==> src/rtl/bsg_pkg.sv <==
package bsg_pkg;

  typedef enum logic [2:0] {
    S_IDLE, S_LEAD, S_T1, S_T2, S_T3, S_TW, S_T4, S_HOLD
  } bstate_e;

  localparam logic [2:0] K_ACK  = 3'b000;
  localparam logic [2:0] K_IORD = 3'b001;
  localparam logic [2:0] K_IOWR = 3'b010;
  localparam logic [2:0] K_HALT = 3'b011;
  localparam logic [2:0] K_CODE = 3'b100;
  localparam logic [2:0] K_MRD  = 3'b101;
  localparam logic [2:0] K_MWR  = 3'b110;
  localparam logic [2:0] K_PASS = 3'b111;

  function automatic logic kind_rd(input logic [2:0] k);
    return (k == K_IORD) || (k == K_CODE) || (k == K_MRD);
  endfunction

  function automatic logic kind_wr(input logic [2:0] k);
    return (k == K_IOWR) || (k == K_MWR);
  endfunction

  function automatic logic kind_ack(input logic [2:0] k);
    return k == K_ACK;
  endfunction

endpackage

==> src/rtl/bsg_seq.sv <==
module bsg_seq
  import bsg_pkg::*;
(
  input  logic       clk,
  input  logic       rst_n,
  input  logic       req_valid,
  input  logic [2:0] req_kind,
  input  logic       bus_rdy,
  input  logic       ext_req,
  output bstate_e    st,
  output logic       ph,
  output logic       rdy_q,
  output logic       take
);

  bstate_e st_d;
  logic    rdy_en;

  always_comb begin
    take   = req_valid && (req_kind != K_PASS) && !ext_req && !ph &&
             ((st == S_IDLE) || (st == S_T4));
    rdy_en = !ph && ((st == S_T3) || (st == S_TW));
    st_d   = st;
    case (st)
      S_IDLE: if (!ph) begin
                if (ext_req)   st_d = S_HOLD;
                else if (take) st_d = S_LEAD;
              end
      S_LEAD: st_d = S_T1;
      S_T1:   if (ph) st_d = S_T2;
      S_T2:   if (ph) st_d = S_T3;
      S_T3,
      S_TW:   if (ph) st_d = rdy_q ? S_T4 : S_TW;
      S_T4:   if (take)    st_d = S_LEAD;
              else if (ph) st_d = S_IDLE;
      S_HOLD: if (!ext_req) st_d = S_IDLE;
      default: st_d = S_IDLE;
    endcase
  end

  always_ff @(posedge clk or negedge rst_n) begin
    if (!rst_n) begin
      st    <= S_IDLE;
      ph    <= 1'b0;
      rdy_q <= 1'b1;
    end else begin
      st <= st_d;
      ph <= ~ph;
      if (rdy_en) rdy_q <= bus_rdy;
    end
  end

endmodule

==> src/rtl/bsg_req_latch.sv <==
module bsg_req_latch
  import bsg_pkg::*;
#(
  parameter int ADDR_W = 20,
  parameter int DATA_W = 16
) (
  input  logic              clk,
  input  logic              rst_n,
  input  logic              take,
  input  logic [2:0]        req_kind,
  input  logic [ADDR_W-1:0] req_addr,
  input  logic [DATA_W-1:0] req_wdata,
  output logic [2:0]        kind_q,
  output logic [ADDR_W-1:0] addr_q,
  output logic [DATA_W-1:0] wdata_q
);

  always_ff @(posedge clk or negedge rst_n) begin
    if (!rst_n) begin
      kind_q  <= K_PASS;
      addr_q  <= '0;
      wdata_q <= '0;
    end else if (take) begin
      kind_q  <= req_kind;
      addr_q  <= req_addr;
      wdata_q <= req_wdata;
    end
  end

endmodule

==> src/rtl/bsg_decode.sv <==
module bsg_decode
  import bsg_pkg::*;
#(
  parameter int ADDR_W = 20,
  parameter int DATA_W = 16,
  localparam int HI_W  = ADDR_W - DATA_W
) (
  input  bstate_e           st,
  input  logic              ph,
  input  logic              rdy_q,
  input  logic [2:0]        kind_q,
  input  logic [ADDR_W-1:0] addr_q,
  input  logic [DATA_W-1:0] wdata_q,
  output logic              addr_strobe,
  output logic              rd_strb_n,
  output logic              wr_strb_n,
  output logic              ack_strb_n,
  output logic              xcvr_en_n,
  output logic              xcvr_tx,
  output logic              mem_sel,
  output logic [2:0]        cyc_status,
  output logic [DATA_W-1:0] ad_out,
  output logic              ad_oe,
  output logic [HI_W-1:0]   a_hi,
  output logic              ctl_oe,
  output logic              ext_grant
);

  logic is_rd, is_wr, is_ack, moves, data_ph, den_win;

  always_comb begin
    is_rd   = kind_rd(kind_q);
    is_wr   = kind_wr(kind_q);
    is_ack  = kind_ack(kind_q);
    moves   = is_rd || is_wr || is_ack;
    data_ph = (st == S_T2) || (st == S_T3) || (st == S_TW);
    den_win = ((st == S_T2) && (ph || is_wr)) || (st == S_T3) ||
              (st == S_TW) || ((st == S_T4) && !ph);

    addr_strobe = (st == S_T1) && !ph;
    rd_strb_n   = !(data_ph && is_rd);
    wr_strb_n   = !(data_ph && is_wr);
    ack_strb_n  = !(data_ph && is_ack);
    xcvr_en_n   = !(moves && den_win);
    xcvr_tx     = is_wr;
    mem_sel     = kind_q[2];

    case (st)
      S_LEAD, S_T1, S_T2: cyc_status = kind_q;
      S_T3, S_TW:         cyc_status = (ph && rdy_q) ? K_PASS : kind_q;
      default:            cyc_status = K_PASS;
    endcase

    ad_oe     = (st == S_T1) || (is_wr && (data_ph || (st == S_T4)));
    ad_out    = (st == S_T1) ? addr_q[DATA_W-1:0] : wdata_q;
    ctl_oe    = (st != S_HOLD);
    ext_grant = (st == S_HOLD);
  end

  for (genvar i = 0; i < HI_W; i++) begin : g_hi
    assign a_hi[i] = (st == S_T1) && kind_q[2] && addr_q[DATA_W+i];
  end

endmodule

==> src/rtl/bus_strobe_gen.sv <==
module bus_strobe_gen
  import bsg_pkg::*;
#(
  parameter int ADDR_W = 20,
  parameter int DATA_W = 16
) (
  input  logic                     clk,
  input  logic                     rst_n,
  input  logic                     req_valid,
  input  logic [2:0]               req_kind,
  input  logic [ADDR_W-1:0]        req_addr,
  input  logic [DATA_W-1:0]        req_wdata,
  input  logic                     bus_rdy,
  input  logic                     ext_req,
  output logic                     req_accept,
  output logic                     addr_strobe,
  output logic                     rd_strb_n,
  output logic                     wr_strb_n,
  output logic                     ack_strb_n,
  output logic                     xcvr_en_n,
  output logic                     xcvr_tx,
  output logic                     mem_sel,
  output logic [2:0]               cyc_status,
  output logic [DATA_W-1:0]        ad_out,
  output logic                     ad_oe,
  output logic [ADDR_W-DATA_W-1:0] a_hi,
  output logic                     ctl_oe,
  output logic                     ext_grant
);

  logic [1:0]        rst_pipe;
  logic              rst_s_n;
  bstate_e           st;
  logic              ph, rdy_q, take;
  logic [2:0]        kind_q;
  logic [ADDR_W-1:0] addr_q;
  logic [DATA_W-1:0] wdata_q;

  always_ff @(posedge clk or negedge rst_n) begin
    if (!rst_n) rst_pipe <= 2'b00;
    else        rst_pipe <= {rst_pipe[0], 1'b1};
  end
  assign rst_s_n = rst_pipe[1];

  bsg_seq u_seq (
    .clk(clk), .rst_n(rst_s_n), .req_valid(req_valid), .req_kind(req_kind),
    .bus_rdy(bus_rdy), .ext_req(ext_req), .st(st), .ph(ph), .rdy_q(rdy_q),
    .take(take)
  );

  bsg_req_latch #(.ADDR_W(ADDR_W), .DATA_W(DATA_W)) u_latch (
    .clk(clk), .rst_n(rst_s_n), .take(take), .req_kind(req_kind),
    .req_addr(req_addr), .req_wdata(req_wdata), .kind_q(kind_q),
    .addr_q(addr_q), .wdata_q(wdata_q)
  );

  bsg_decode #(.ADDR_W(ADDR_W), .DATA_W(DATA_W)) u_dec (
    .st(st), .ph(ph), .rdy_q(rdy_q), .kind_q(kind_q), .addr_q(addr_q),
    .wdata_q(wdata_q), .addr_strobe(addr_strobe), .rd_strb_n(rd_strb_n),
    .wr_strb_n(wr_strb_n), .ack_strb_n(ack_strb_n), .xcvr_en_n(xcvr_en_n),
    .xcvr_tx(xcvr_tx), .mem_sel(mem_sel), .cyc_status(cyc_status),
    .ad_out(ad_out), .ad_oe(ad_oe), .a_hi(a_hi), .ctl_oe(ctl_oe),
    .ext_grant(ext_grant)
  );

  assign req_accept = take;

endmodule

==> config.mk <==
export PLATFORM = sky130hd
export DESIGN_NAME = bus_strobe_gen
export DESIGN_NICKNAME = d
export VERILOG_FILES = /design/src/rtl/bsg_pkg.sv /design/src/rtl/bsg_seq.sv /design/src/rtl/bsg_req_latch.sv /design/src/rtl/bsg_decode.sv /design/src/rtl/bus_strobe_gen.sv
export SDC_FILE = /design/constraint.sdc
export NUM_CORES = 1
export LEC_CHECK = 0
export ABC_AREA = 1
export BUFFER_PORTS_ARGS = -buffer_cell sky130_fd_sc_hd__buf_4
export CORE_MARGIN = 2
export CORE_UTILIZATION = 35
export CTS_BUF_LIST = sky130_fd_sc_hd__clkbuf_8
export CTS_CLUSTER_DIAMETER = 120
export CTS_CLUSTER_SIZE = 25
export DETAILED_ROUTE_END_ITERATION = 8
export PLACE_DENSITY = 0.65
export SLEW_MARGIN = 15
export SYNTH_ARGS = -nofsm -noshare
export SYNTH_HDL_FRONTEND = slang
export SYNTH_HIERARCHICAL = 1
export SYNTH_SLANG_ARGS = --single-unit
==> constraint.sdc <==
create_clock -name clk -period 1.95 [get_ports clk]
set_clock_uncertainty 0.05 [all_clocks]
set_input_delay 0.195 -clock clk [delete_from_list [all_inputs] [get_ports clk]]
set_output_delay 0.195 -clock clk [all_outputs]
set_load 0.1 [all_outputs]
==> metrics.md, run 1 <==
| Metric | Value |
|---|---|
| Status | finished clean |
| H-tree lvl count | 2 |
| Clk root buf | clkbuf_8 |
| Crit path max-delay cell type | dfrtp_2 |
| Hold crit path type | input port to flop |
| Largest net degree at the start of global routing | 40 |
| Worst r2r src | u_seq/st[0]$_DFFE_PN0P_ |
| DP HPWL | just over 4000 um |
| DRC Markers | 0 |
| Placed cells | between 400 and 500 |
| Worst reg2reg path endpoint | u_latch/wdata_q[10]$_DFFE_PN0P_ |
| First-pass DRT Iterations | 4 |
| Vias | between 2000 and 2500 |
| Final Cycle Share | a little over nine tenths |
| CTS tree | yes |
| Slew Limit Fails | 0 |
| Avg Cell Area, Syn | 7.263 um^2 |
| Crit path cell chain | nor2_1, nand2_2, nand2_1, nand2_2, clkinvlp_4, buf_4 |
| CP endpoint kind | primary output |
| Boundary Pins | 78 |
| Chip height | about 85 um |
| Worst Hold End | u_latch/addr_q[5]$_DFFE_PN0P_ |
| CTS Buffer Depth | 2 |
| CP max FO | 9 |
| Sequential-to-total area share from yosys stat | approximately half |
| Startpoint Class | flop |
| Vias per cell | between 4 and 5 |
| Die Wd | 85.24 um |
| Std-Cell Rows | 29 |
| Yosys top cell by area | dfrtp_1 |
| Routed Wire Length | 5829 um |
| Synthesized area | ~0.0023 mm^2 |
| CTS Buf Count | 5 |
| Worst Hold Path Cells | 3 |
| Largest cells by area after synthesis | dfrtp_1 46%, nand2_1 31%, dfstp_2 4.6% |
| Synthesized net count | between 300 and 400 |
| Ant. Diodes | 0 |
| Initial Utilization | a little over a third |
| Min-delay src | req_addr[5] |
| Crit path arrival time | about 1.6 ns |
| Total global-route track usage | approximately 16% |
| Ys Warns | 6 |
| Net count, final | around 450 |
| Core area | ~0.0063 mm^2 |
| Slew margin rel. | 56.72% |
| Critical Path RT | about 1.7 ns |
| Reg2reg path depth | 8 |
| Worst path max stage delay | around 0.48 ns |
| Fin cells | 480 |
| Share of layout cells above drive strength 1 | approximately a third |
| GPL Wtd Cong | 0.8389 |
| Setup CP Type | flop to primary output |
| Final setup violation count | 0 |
| Number of global-route vias before repair | around 2200 |
| PortBufs | slightly below 80 |
| Worst path depth | 6 |
| Netlist cell types | 26 |
| Maximum capacitance violations | 0 |
| Initial antenna violation count | 0 |
| CTS Sinks | 46 |
| CP dominant cell by count | nand2_2 |
| DRT antenna net count | 0 |
| Area growth from synthesis to layout | 44.42% |
| CP bufs+invs | 2 |
| Total global routing overflow | 0 |
| Synth top area share | about 46% |
| Hold Slack | between 0.04 and 0.05 ns |
| FF+latch count, synth | between 40 and 50 |
| Global-route wire length before repair | 9535 um |
| Initial drt markers | 150 |
| Hold Vio Cnt, Final | 0 |
| Reg clk slew, reported paths | ~0.09 ns |
| Worst path top cell family by delay | flip-flops |
| Cells after Synth | about 320 |
| Die area | 0.007265 mm^2 |
| Min cycle time layout | around 1.9 ns |
| Slew @ Worst Pin | between 0.6 and 0.7 ns |
| Flop2flop setup slack | roughly 0.18 ns |
| Fmax | ~0.54 GHz |
| Clock Latency Late Sink | around 0.29 ns |
| Routed length per instance | approximately 12 um |
[how the worst max path moves through the flow]
stage,end,startpoint
2_1_floorplan,rd_strb_n,u_latch/kind_q[0]$_DFFE_PN1P_
3_3_place_gp,a_hi[3],u_seq/st[0]$_DFFE_PN0P_
3_5_place_dp,a_hi[2],u_seq/st[1]$_DFFE_PN0P_
4_1_cts,ad_out[2],u_seq/st[1]$_DFFE_PN0P_
5_1_grt,a_hi[2],u_seq/st[1]$_DFFE_PN0P_
6_report,req_accept,u_seq/st[0]$_DFFE_PN0P_
[final cells by class]
cell class	instances	area (um^2)
clock inverter	1	30.03
clock buffer	6	82.58
fill	624	3014
inverter	22	102.6
sequential	46	1161
multi-input combinational	239	1082
tap	77	96.34
timing repair buffer	89	780.7
[routing by layer]
layer	track usage (%)	up-vias	wire length, um
met5	0	-	0
met4	4.329	0	70
met3	4.961	6	359
met2	28.41	61	2931
met1	20.04	1044	2467
li1	-	1133	-
[layout by cell type, fill, tap and decap left out, types with 3 or more instances in the layout]
| cell | n |
|---|---|
| inv_2 | 4 |
| inv_1 | 15 |
| nand2_4 | 3 |
| buf_6 | 20 |
| dfrtp_1 | 38 |
| nor2_1 | 6 |
| dfstp_2 | 4 |
| nand3_1 | 11 |
| nor2_4 | 5 |
| dfrtp_2 | 4 |
| clkbuf_8 | 6 |
| nand2_1 | 187 |
| nand2_2 | 7 |
| buf_4 | 63 |
| o21ai_0 | 3 |
[repair_timing]
action,in CTS,in global routing
pin swaps,0,1
endpoints found under the setup margin,7,28
hold buffers,1,0
endpoints found under the hold margin,2,0
gates resized for setup,17,21
setup buffers,0,6
[worst register-to-register path: stages (launching register included)]
cell	delay, ns
dfrtp_2	0.47
nor2_1	0.09
nand2_2	0.10
nand2_1	0.07
nand2_2	0.10
clkinvlp_4	0.12
inv_2	0.47
nand2_1	0.15
nand2_1	0.09
[per-stage QoR]
stage | area (um^2) | setup TNS (ns) | setup slack, ns | util, %
after global placement | 3019 | 0 | 0.1789 | 47.55
final | 3336 | 0 | 0.09219 | 52.53
after CTS | 3203 | 0 | 0.0005868 | 50.44
after floorplan | 2381 | -0.4643 | -0.1337 | -
after detailed placement | 3019 | 0 | 0.1758 | 47.55
after global routing | 3336 | -0.01607 | -0.01568 | 52.53
[synth_stat cells (all sizes together)]
master / count
nand3b: 1
o21bai: 1
buf: 11
dfrtp: 42
conb: 1
o221ai: 1
o21ai: 4
o22ai: 2
dfstp: 4
o211ai: 1
nor2: 13
inv: 22
mux2: 1
nand3: 11
nand4: 2
a21oi: 2
o31ai: 1
nand2: 198
[logic make-up after synthesis]
logic type	Yosys count	synth area share, %
AO/OA/AOI/OAI	12	3.900
buffers and inverters	33	6.771
flip-flops	46	50.05
multiplexers	1	0.4875
other	1	0.1624
AND/OR/NAND/NOR	225	38.62
[registers in the layout, summed over array words and instances (netlist names)]
signal and count:
rst_pipe 2, u_latch/addr_q 20, u_latch/kind_q 3, u_latch/wdata_q 16, u_seq/ph 1, u_seq/rdy_q 1, u_seq/st 3
Power of run 1 is left out: the tool's default activity adds up to more than one toggle a clock period on the data nets, which glitch-free logic cannot reach.
==> run 2, diff against run 1 <==
--- a/config.mk
+++ b/config.mk
@@ -9,12 +9,12 @@
 export BUFFER_PORTS_ARGS = -buffer_cell sky130_fd_sc_hd__buf_4
 export CORE_MARGIN = 2
 export CORE_UTILIZATION = 35
-export CTS_BUF_LIST = sky130_fd_sc_hd__clkbuf_8
 export CTS_CLUSTER_DIAMETER = 120
 export CTS_CLUSTER_SIZE = 25
 export DETAILED_ROUTE_END_ITERATION = 8
+export HOLD_SLACK_MARGIN = 0.1
 export PLACE_DENSITY = 0.65
-export SLEW_MARGIN = 15
+export SLEW_MARGIN = 0
 export SYNTH_ARGS = -nofsm -noshare
 export SYNTH_HDL_FRONTEND = slang
 export SYNTH_HIERARCHICAL = 1
==> run 2 against run 1 <==
First-iteration DRC count fell by 12%; die area did not move; clock-buffer cell count did not move; design area rose by 12%; critical endpoint is now a_hi[2]; cell count rose by 8.3%.
==> metrics.md, run 2 (synthesized netlist as in run 1, its figures left out) <==
| Metric | Value |
|---|---|
| Max reg flops | 20 (unchanged) |
| CP max FO | 17 (+8) |
| Commonest non-fill, non-tap cell in the layout | nand2_1 |
| Maximum capacitance violations | 0 (unchanged) |
| Fillcell total | 584 (-6.4%) |
| Die Wd | 85.24 um (unchanged) |
| Area growth from synthesis to layout | 62.03% |
| First-pass DRT Iterations | 4 (unchanged) |
| Slew margin rel. | 57.29% (+0.57 points) |
| Fin cells | 520 (+8.3%) |
| Global-route wire length before repair | 10490 um (+10%) |
| Initial antenna violation count | 0 (unchanged) |
| Critical Path RT | 1.70 ns (about the same) |
| Routed length per instance | 12.16 um (+0.15%) |
| CTS Buf Count | 5 (unchanged) |
| H-tree lvl count | 2 (unchanged) |
| Biggest regs | u_latch/addr_q (20), u_latch/wdata_q (16) |
| CP endpoint kind | primary output |
| Vias per cell | 4.675 (unchanged) |
| Ant. Diodes | 0 (unchanged) |
| Chip height | 85.24 um (unchanged) |
| Final setup violation count | 0 (unchanged) |
| CP dominant cell by count | nand2_4 |
| Status | finished clean |
| DRC Markers | 0 (unchanged) |
| Boundary Pins | 78 (unchanged) |
| CTS Buffer Depth | 2 (unchanged) |
| Total global routing overflow | 0 (unchanged) |
| Crit path arrival time | 1.60 ns (about the same) |
| Worst path top cell family by delay | simple AND/OR/NAND/NOR gates |
| Final Cycle Share | 94.82% (-0.45 points) |
| Worst path max stage delay | 0.42 ns (-0.06 ns) |
| Die area | 0.007265 mm^2 (unchanged) |
| Initial drt markers | 132 (-12%) |
| Hold crit path type | input port to asynchronous set/reset pin |
| CTS tree | yes |
| Flop2flop setup slack | 0.31 ns (+0.13 ns) |
| Largest net degree at the start of global routing | 40 (unchanged) |
| Net count, final | 487 (+8.9%) |
| PortBufs | 77 (unchanged) |
| Vias | 2431 (+8.3%) |
| Setup CP Type | flop to primary output |
| CP bufs+invs | 3 (+1) |
| Core area | 0.006350 mm^2 (unchanged) |
| Slew @ Worst Pin | 0.6406 ns (-0.008589 ns) |
| Reg clk slew, reported paths | 0.08 ns (about the same) |
| Initial Utilization | 36.37% (unchanged) |
| Startpoint Class | flop |
| Clock Latency Late Sink | 0.29 ns (about the same) |
| Share of layout cells above drive strength 1 | 29.57% (-2.9 points) |
| Fmax | 0.5408 GHz (+0.47%) |
| Crit path cell chain | inv_2, nor2_4, nand2_4, clkinv_8, nand2_4, nor2_2, buf_12 |
| Largest register by flop count | u_latch/addr_q |
| DRT antenna net count | 0 (unchanged) |
| Crit path max-delay cell type | dfrtp_2 |
| Slew Limit Fails | 0 (unchanged) |
| Number of global-route vias before repair | 2436 (+13%) |
| Clk root buf | clkbuf_8 |
| DP HPWL | 4105 um (unchanged) |
| Min cycle time layout | 1.849 ns (-0.008731 ns) |
| GPL Wtd Cong | 0.8389 (unchanged) |
| Most frequent cells in the layout | 187 x nand2_1, 62 x buf_4, 41 x dlygate4sd3_1, 38 x dfrtp_1, 21 x buf_6 |
| CTS Sinks | 46 (unchanged) |
| Std-Cell Rows | 29 (unchanged) |
| Routed Wire Length | 6324 um (+8.5%) |
| Hold Vio Cnt, Final | 0 (unchanged) |
| Placed cells | 466 (unchanged) |
| Total global-route track usage | 18.04% (+1.6 points) |
[run 2: path summary, 6_finish.rpt]
path / start / endpoint / cells after the start
min: rst_n / rst_pipe[1]$_DFF_PN0_ / 2
max in group asynchronous: rst_pipe[1]$_DFF_PN0_ / u_latch/wdata_q[11]$_DFFE_PN0P_ / 1
min reg2reg: rst_pipe[1]$_DFF_PN0_ / u_seq/ph$_DFF_PN0_ / 0
max reg2reg: u_seq/st[0]$_DFFE_PN0P_ / u_latch/kind_q[0]$_DFFE_PN1P_ / 8
min in group clk: req_valid / u_seq/st[0]$_DFFE_PN0P_ / 5
max: u_seq/st[1]$_DFFE_PN0P_ / a_hi[2] / 7
[run 2: area by class of cell]
class / instances / area (um^2) / area share, %
Timing Repair Buffer: 129 / 1185 / 31.66
Sequential cell: 46 / 1161 / 31.03
Multi-Input combinational cell: 239 / 1082 / 28.92
Inverter: 22 / 105.1 / 2.808
Tap cell: 77 / 96.34 / 2.574
Clock buffer: 6 / 82.58 / 2.207
Clock inverter: 1 / 30.03 / 0.8024
[run 2: what timing repair did]
action                                  CTS  global route
setup buffers                             0             6
gates cloned                              0             0
endpoints found under the setup margin    7            29
hold buffers                             40             1
resized for setup                        17            24
endpoints found under the hold margin    41             1
pin swaps                                 0             1
[run 2: metrics by stage]
stage | hold WS [ns] | worst slack, ns | instance area (um^2) | util [%] | TNS (ns)
3_3_place_gp | -0.07232 | 0.1789 | 3019 | 47.55 | 0
3_5_place_dp | -0.07140 | 0.1758 | 3019 | 47.55 | 0
5_1_grt | 0.1475 | -0.009706 | 3742 | 58.94 | -0.02085
2_1_floorplan | -0.1506 | -0.1337 | 2381 | - | -0.4643
6_report | 0.1605 | 0.1009 | 3742 | 58.94 | 0
4_1_cts | 0.1077 | 0.0005868 | 3593 | 56.59 | 0
[run 2: per-layer routing]
metal  part of all wire [%]  up-vias  global-route usage, %
met5                      0        -                      0
li1                       -     1211                      -
met4                    1.6        0                  5.628
met2                     52       75                  32.10
met3                    5.5       10                  4.475
met1                     41     1135                  21.34
Power of run 2 is left out for the same reason.
